--- src/rtl/pnp_cfg_ctrl.sv ---
module pnp_cfg_ctrl #(
  parameter logic [15:0] IDX_PORT = 16'h0279,
  parameter logic [15:0] WR_PORT  = 16'h0A79,
  parameter logic [15:0] RD_PORT  = 16'h020B,
  parameter int NDEV = 3,
  parameter int ID_BITS = 72,
  parameter logic [ID_BITS-1:0] SERIAL_ID = 72'hA5_0123_4567_89AB_CDEF,
  parameter int SPAN_LOG2 = 3,
  parameter int KEY_LEN = 32,
  parameter logic [7:0] KEY_SEED = 8'h6A
)(
  input  logic        clk,
  input  logic        rst_n,
  input  logic        io_wr,
  input  logic        io_rd,
  input  logic [15:0] io_addr,
  input  logic [7:0]  io_wdata,
  input  logic [7:0]  io_bus,
  output logic [7:0]  io_rdata,
  output logic        io_rdata_oe,
  input  logic [NDEV-1:0] dev_irq,
  output logic [NDEV-1:0] dev_cs,
  output logic [15:0] irq_line
);
  localparam int KIW = $clog2(KEY_LEN);
  localparam int BW  = $clog2(ID_BITS + 1);
  localparam int LW  = (NDEV > 1) ? $clog2(NDEV) : 1;
  localparam logic [KIW-1:0] KLAST = KIW'(KEY_LEN - 1);
  localparam logic [BW-1:0]  IDEND = BW'(ID_BITS);
  localparam logic [7:0]     NDEV8 = 8'(NDEV);
  localparam logic [15:0]    IRQ_OK = 16'h9EF8;

  localparam logic [7:0] X_ISO = 8'h01, X_CTL = 8'h02, X_WAKE = 8'h03, X_CSN = 8'h06,
                         X_LDN = 8'h07, X_ACT = 8'h30, X_BHI = 8'h60, X_BLO = 8'h61,
                         X_IRQ = 8'h70;

  typedef enum logic [1:0] {S_KEY, S_SLEEP, S_ISO, S_CFG} st_t;

  st_t            st;
  logic [7:0]     key_byte, index, csn;
  logic [KIW-1:0] key_cnt;
  logic [LW-1:0]  ldn;
  logic [BW-1:0]  bitp;
  logic           half, saw55;
  logic [15:0]    base [NDEV];
  logic [3:0]     irqn [NDEV];
  logic [NDEV-1:0] act;

  wire wr_idx = io_wr && io_addr == IDX_PORT;
  wire wr_dat = io_wr && io_addr == WR_PORT;
  wire rd_dat = io_rd && io_addr == RD_PORT;
  wire cfg    = st == S_CFG;
  wire id_bit = (bitp < IDEND) ? SERIAL_ID[bitp] : 1'b0;
  wire iso_rd = rd_dat && st == S_ISO && index == X_ISO && bitp < IDEND;
  wire drive  = iso_rd && id_bit;

  assign io_rdata_oe = drive || (rd_dat && cfg);

  always_comb begin
    io_rdata = 8'h00;
    if (drive) io_rdata = half ? 8'hAA : 8'h55;
    else if (rd_dat && cfg)
      case (index)
        X_CSN: io_rdata = csn;
        X_LDN: io_rdata = 8'(ldn);
        X_ACT: io_rdata = {7'd0, act[ldn]};
        X_BHI: io_rdata = base[ldn][15:8];
        X_BLO: io_rdata = base[ldn][7:0];
        X_IRQ: io_rdata = {4'd0, irqn[ldn]};
        default: io_rdata = 8'h00;
      endcase
  end

  always_ff @(posedge clk or negedge rst_n) begin
    if (!rst_n) begin
      st <= S_KEY;
      key_byte <= KEY_SEED;
      key_cnt <= '0;
      index <= '0;
      csn <= '0;
      ldn <= '0;
      bitp <= '0;
      half <= 1'b0;
      saw55 <= 1'b0;
      act <= '0;
      for (int d = 0; d < NDEV; d++) begin
        base[d] <= '0;
        irqn[d] <= '0;
      end
    end else if (st == S_KEY) begin
      if (wr_idx) begin
        if (io_wdata == key_byte && key_cnt == KLAST) begin
          st <= S_SLEEP;
          key_cnt <= '0;
          key_byte <= KEY_SEED;
        end else if (io_wdata == key_byte) begin
          key_cnt <= key_cnt + 1'b1;
          key_byte <= {key_byte[1] ^ key_byte[0], key_byte[7:1]};
        end else begin
          key_cnt <= '0;
          key_byte <= KEY_SEED;
        end
      end
    end else begin
      if (wr_idx) index <= io_wdata;
      if (wr_dat)
        case (index)
          X_CTL: if (io_wdata[1]) st <= S_KEY;
          X_WAKE:
            if (io_wdata == csn) begin
              st <= (csn == 8'd0) ? S_ISO : S_CFG;
              bitp <= '0;
              half <= 1'b0;
              saw55 <= 1'b0;
            end else st <= S_SLEEP;
          X_CSN:
            if (st == S_ISO || cfg) begin
              csn <= io_wdata;
              st <= S_CFG;
            end
          X_LDN: if (cfg && io_wdata < NDEV8) ldn <= io_wdata[LW-1:0];
          X_ACT: if (cfg) act[ldn] <= io_wdata[0];
          X_BHI: if (cfg) base[ldn][15:8] <= io_wdata;
          X_BLO: if (cfg) base[ldn][7:0] <= io_wdata;
          X_IRQ: if (cfg) irqn[ldn] <= io_wdata[3:0];
          default: ;
        endcase
      if (iso_rd) begin
        if (!half) begin
          half <= 1'b1;
          saw55 <= io_bus == 8'h55;
        end else begin
          half <= 1'b0;
          bitp <= bitp + 1'b1;
          if (!id_bit && saw55 && io_bus == 8'hAA) st <= S_SLEEP;
        end
      end
    end
  end

  for (genvar d = 0; d < NDEV; d++) begin : g_cs
    assign dev_cs[d] = act[d] && (io_rd || io_wr) &&
                       io_addr[15:SPAN_LOG2] == base[d][15:SPAN_LOG2];
  end

  always_comb begin
    irq_line = '0;
    for (int d = 0; d < NDEV; d++)
      if (act[d] && dev_irq[d] && IRQ_OK[irqn[d]]) irq_line[irqn[d]] = 1'b1;
  end
endmodule


--- config.mk ---
export PLATFORM = sky130hd
export DESIGN_NAME = pnp_cfg_ctrl
export DESIGN_NICKNAME = d
export VERILOG_FILES = /design/src/rtl/pnp_cfg_ctrl.sv
export SDC_FILE = /design/constraint.sdc
export NUM_CORES = 1
export LEC_CHECK = 0
export BUFFER_PORTS_ARGS = -buffer_cell sky130_fd_sc_hd__buf_4
export CORE_MARGIN = 3
export CORE_UTILIZATION = 40
export CTS_BUF_LIST = sky130_fd_sc_hd__clkbuf_8
export DETAILED_ROUTE_END_ITERATION = 6
export PLACE_DENSITY = 0.57
export SLEW_MARGIN = 20
export SYNTH_ARGS = -nofsm -noshare
export SYNTH_HDL_FRONTEND = slang
export SYNTH_SLANG_ARGS = --single-unit
export TNS_END_PERCENT = 50
--- constraint.sdc ---
create_clock -name clk -period 2.9 [get_ports clk]
set_input_delay 0.145 -clock clk [delete_from_list [all_inputs] [get_ports clk]]
set_output_delay 0.145 -clock clk [all_outputs]
set_load 0.02 [all_outputs]
* Yosys cells after proc, flatten, opt, wreduce, memory -nomap -nowiden *
Memory sizes are Yosys's and may differ from the RTL's.
Cells that the tools add are included.

storage, ports and cells
  register bits after elaboration = 105
  ROM bits = 176
  input port bits = 39
  output and inout bits = 28
  word-level logic and storage cells = 186
  memories kept = 4

cells by class
  add/subtract/negate cells = 2
  $lt $le $gt $ge = 13
  eq/ne operators = 26
  multiplexer cells = 72
  bitwise operators = 5
  reduce and logical (&&, ||, !) cells = 48

memories
  memory           depth  width  rd ports  clocked after memory_dff  wr ports  RTL line  source
  (no name shown)  128    1      1         0                         0         53        wire id_bit = (bitp < IDEND) ? SERIAL_ID[bitp] : 1'b0;
  (no name shown)  16     1      1         0                         0         149       if (act[d] && dev_irq[d] && IRQ_OK[irqn[d]]) irq_line[irqn[d]] = 1'b1;
  (no name shown)  16     1      1         0                         0         149
  (no name shown)  16     1      1         0                         0         149

operator list
  kind                                                   number
  bitwise mux 48 bit                                     2
  2-to-1 mux 16 bit                                      6
  2-to-1 mux 48 bit                                      2
  case mux 48 bit (2 select lines)                       1
  demux 16 bit (select 2 bit)                            2
  2-to-1 mux 8 bit                                       6
  case mux 8 bit (6 select lines)                        1
  equality test 13 bit                                   3
  2-to-1 mux 7 bit                                       5
  binary-select mux 16 bit (select 2 bit)                1
  equality test 16 x 10 -> 1 bit, second input constant  2
  equality test 8 x 7 -> 1 bit, second input constant    4
  bitwise OR 16 bit                                      2
  logical AND 1 bit                                      29
  2-to-1 mux 1 bit                                       21
  2-to-1 mux 2 bit                                       10
  AND reduction 4 bit                                    5
  equality test 16 x 12 -> 1 bit, second input constant  1
  equality test 8 x 2 -> 1 bit, second input constant    2
  equality test 8 x 3 -> 1 bit, second input constant    2
  equality test 8 bit                                    2
  < comparator 4 x 5 -> 1 bit, second input constant     3
  bitwise mux 12 bit                                     1
  demux 1 bit (select 4 bit)                             3
  other kinds (35)                                       50

* Longest topological paths before layout *
  depth after elaboration = 10
  gate-level depth with buffers = 9
  mapped depth without buffers = 8

* Least setup slack after synthesis *
Ideal clock, no wire load.

  kind = reg2out
  start = register bitp[0]
  end = output port io_rdata[0]
  arrival time = 2.273 ns
  data required time = 2.755 ns
  setup slack = 0.482 ns
  cell stages (with the launch flop) = 8
  buffers on the path = 0
  path through = dfrtp_1 -> inv_2 -> ha_1 -> mux4_2 -> a221o_1 -> a22oi_2 -> and3b_2 -> o21bai_1

between the ends
  cells in the longest elaborated chain, start to end = 5
  elaborated cells on any way between the ends = 7
  those cells by class = 1 x order compare; 3 x mux; 2 x reduce/logical; 1 x memory

ends and longest elaborated chain
  element                                 RTL line  source
  from (decl)                             43        logic [BW-1:0] bitp;
  from (signal assigned)                  134       bitp <= bitp + 1'b1;
  memory read (128 x 1 bit)               -
  2-to-1 mux 1 bit (implied by the code)  53
  2-to-1 mux 1 bit                        53
  logical AND 1 bit *                     55        wire drive = iso_rd && id_bit;
  2-to-1 mux 8 bit *                      61        if (drive) io_rdata = half ? 8'hAA : 8'h55;
  to (decl)                               19        output logic [7:0] io_rdata,

Every way passes the cells marked *; elsewhere a longest branch is shown, timed or not. The select of a mux whose other input is x is not followed.

* Final worst setup path *
  start = register bitp[1]
  end = output port io_rdata[6]

Same word-level chain as after synthesis.

==> flow_metrics.tcl <==
set metrics [dict create \
    ant_nets 0 \
    powerDensity_nw_per_um2 318 \
    p_sw_uw 654 \
    holdPathStages 4 \
    port_buffers 65 \
    ys_types 70 \
    pwr-share-comb_pct 7.1 \
    cts.htree.levels 3 \
    clk_pin_slew_worst_paths_ns 0.10 \
    syn_nets 737 \
    critical_path_depth 9 \
    worst_pin_slew_ns 0.787 \
    insertion_delay_ns 0.39 \
    timing.fmax_mhz 352 \
    cts_inserted_buffers 9 \
    critPathBufInv 3 \
    final_util_pct 47.7 \
    crit_fanout 4 \
    p_sw_share_pct 25.9 \
    synth_ff_type "dfrtp_1" \
    outcome "complete, no violations" \
    grt_pass1_wl_um 30500 \
    initial_utilization_pct 41.0 \
    multi_input_area_sq_um 4020 \
    nFillCells 1567 \
    first_pass_iters 7 \
    cts_tree "yes" \
    power.internal_mw 1.87 \
    die_h_um 137 \
    worstSetupPathType "reg2out" \
    syn-mean-instance-area_sq_um 10.1 \
    seq_area_sq_um 2640 \
    syn2layout_area_growth_pct 16.3 \
    fin_total_pwr_mw 2.52 \
    wl_um 19200 \
    io_pins 67 \
    coreArea_sq_um 16600 \
    fin_crit_sh_pct 97.8 \
    synthArstFlopShare_pct 100 \
    postPlaceCellArea_sq_um 7560 \
    diodes 0 \
    die_w_um 137 \
    yosys_warnings 0 \
    wire_per_inst_um 19.7 \
    antenna_found_initial 0 \
    viasPerCell 5.68 \
    grt_pass1_vias 5625 \
    power_frac_clock_pct 34.9 \
    worstPathRequired_ns 2.76 \
    routabilityCongestion 0.913 \
    grt_use_total_pct 21.0 \
    reg2regPathDepth 9 \
    cap_violations 0 \
    drt_iter0_drc 452 \
    drv_slew 0 \
    worstSetupEndpointType "primary output" \
    synth.cell_area_sq_um 6830 \
    clock-sinks 105 \
    drc 0 \
    cts-root-buf "clkbuf_8" \
    p_leak_nw 3.52 \
    hold_ws_ns 0.0698 \
    cp-start-kind "register" \
    cp_slowest_cell "mux4_2" \
    slew_headroom_pct 46.8 \
    crit_path_max_incr_delay_ns 0.46 \
    rsz0062_at_grt "true" \
    fin_worst_skew_ns 0.0111 \
    finalInstanceArea_sq_um 7940 \
    finalHoldViolCount 0 \
    placementRows 47 \
    setup_viol 0 \
    cp.arrival_ns 2.69 \
    synth_edf_count 0 \
    peakVddDrop_v 0.000186 \
    gr-total-overflow 0 \
    layout-drive-gt1-share_pct 29.5 \
    hp-class "in2reg" \
    synthCells 677 \
    routed-via-count 5522 \
    dieArea_sq_um 18700 \
    clk_path_buf_depth 2 \
    grt_max_degree 45 \
    ys_seq_elements 105 \
    power_frac_seq_pct 58.0 \
    place_hpwl_um 13900 \
    fin_crit_ns 2.84 \
    finalNetCount 808 \
    path_delay_family "compound AO/OA/AOI/OAI gates" \
    crit_chain "buf_6 -> ha_4 -> inv_2 -> mux4_2 -> a221o_1 -> a22oi_2 -> and3b_2 -> o21bai_1 -> buf_4" \
    ys_seq_area_share_pct 38.6 \
]
[layer usage]
| metal | vias up | track usage [%] | share of wire [%] |
|---|---|---|---|
| met1 | 2762 | 28.3 | 45 |
| met4 | 0 | 5.66 | 1.3 |
| met3 | 20 | 3.38 | 4.6 |
| met5 | - | 0 | 0 |
| met2 | 152 | 35.2 | 49 |
| li1 | 2588 | - | - |
[metrics by stage]
stage	setup TNS (ns)	worst slack [ns]	instances
CTS	0	0.00806	966
detailed placement	0	0.179	942
global route	-0.194	-0.0677	973
floorplan	0	0.482	677
finish	0	0.0629	973
global placement	0	0.289	942
[cell type report]
cell class | count | share of cell area [%]
tap | 220 | 3.47
clock inverter | 6 | 0.552
multi-input combinational | 514 | 50.7
inverter | 25 | 1.21
timing repair buffer | 93 | 9.13
clock buffer | 10 | 1.73
sequential | 105 | 33.2
[cell usage after synthesis (all sizes together) (4+ instances only)]
master	count	share of area [%]
a22o	4	0.51
a221o	4	0.59
nand4	15	1.4
nor3b	5	0.62
mux2	69	11
xor2	9	1.2
clkbuf	20	1.1
nor4b	8	1.2
nand2	83	4.6
nand3	33	4.0
inv	25	1.4
dfrtp	101	37
nand3b	5	0.55
o21ai	52	3.8
and3	4	0.37
xnor2	48	6.2
nor4	11	1.4
ha	21	3.8
mux2i	23	3.4
a222oi	11	1.6
buf	13	1.2
a21o	5	0.55
a21oi	11	0.81
nor2b	8	0.73
dfstp	4	1.5
nor3	9	0.81
a211oi	4	0.44
or3	4	0.44
nor2	19	1.2
a22oi	5	0.62
nand2b	6	0.55
[cell usage in the layout, fill, tap and decap left out, types with 15 or more instances in the layout]
| cell | n |
|---|---|
| xnor2_1 | 48 |
| mux2_2 | 66 |
| nand2_1 | 82 |
| o21ai_0 | 52 |
| buf_4 | 88 |
| nor2_1 | 16 |
| inv_1 | 22 |
| dfrtp_1 | 98 |
| nand3_1 | 22 |
| ha_1 | 18 |
| mux2i_1 | 23 |
| nand4_1 | 15 |
[power groups by stage]
stage / sequential, mW / combinational [mW] / clock (mW)
floorplan: 1.49 / 0.0663 / 0
global placement: 1.49 / 0.178 / 0
detailed placement: 1.49 / 0.179 / 0
CTS: 1.46 / 0.181 / 0.906
global route: 1.46 / 0.195 / 0.965
finish: 1.46 / 0.180 / 0.880
[timing repair]
action,in CTS,in global routing
endpoints found under the hold margin,41,0
setup endpoints to repair,8,7
hold buffers,1,0
gates resized for setup,5,14
setup buffers,7,7
pin swaps,1,4
[tightest hold or removal path, cell delays in order]
cell	delay (ns)
buf_4	0.08
nor4bb_1	0.04
nand3_1	0.07
o211ai_1	0.08
[final timing paths]
kind / startpoint / endpoint / slack [ns]
max: bitp[1]$_DFFE_PN0N_ / io_rdata[6] / 0.06
min: io_bus[3] / saw55$_DFFE_PN0N_ / 0.07
max reg2reg: bitp[1]$_DFFE_PN0N_ / st[0]$_DFFE_PN0P_ / 0.56
min reg2reg: key_byte[6]$_DFFE_PN1P_ / key_byte[6]$_DFFE_PN1P_ / 0.47
max in group asynchronous: rst_n / key_byte[3]$_DFFE_PN1P_ / 1.71
min in group asynchronous: rst_n / base[44]$_DFFE_PN0P_ / 0.30
[state kept, by name (all words and copies together), names as in the netlist, 2 cells and up]
name and flops:
act 3, base 48, bitp 7, csn 8
index 8, irqn 12, key_byte 8, key_cnt 5
ldn 2, st 2
[cell families (layout without fill, tap and decap cells)]
kind of cell / after synthesis / in the layout / share of synthesized area (%)
other: 1 / 1 / 0.0549
adder cells (fa/ha/maj): 21 / 21 / 3.85
AO/OA/AOI/OAI: 116 / 116 / 11.4
multiplexers: 94 / 94 / 15.4
AND/OR/NAND/NOR: 225 / 225 / 19.8
XOR/XNOR: 57 / 57 / 7.31
buffers and inverters: 58 / 134 / 3.65
flip-flops: 105 / 105 / 38.6
No activity file was read; power rests on OpenSTA's default activity.
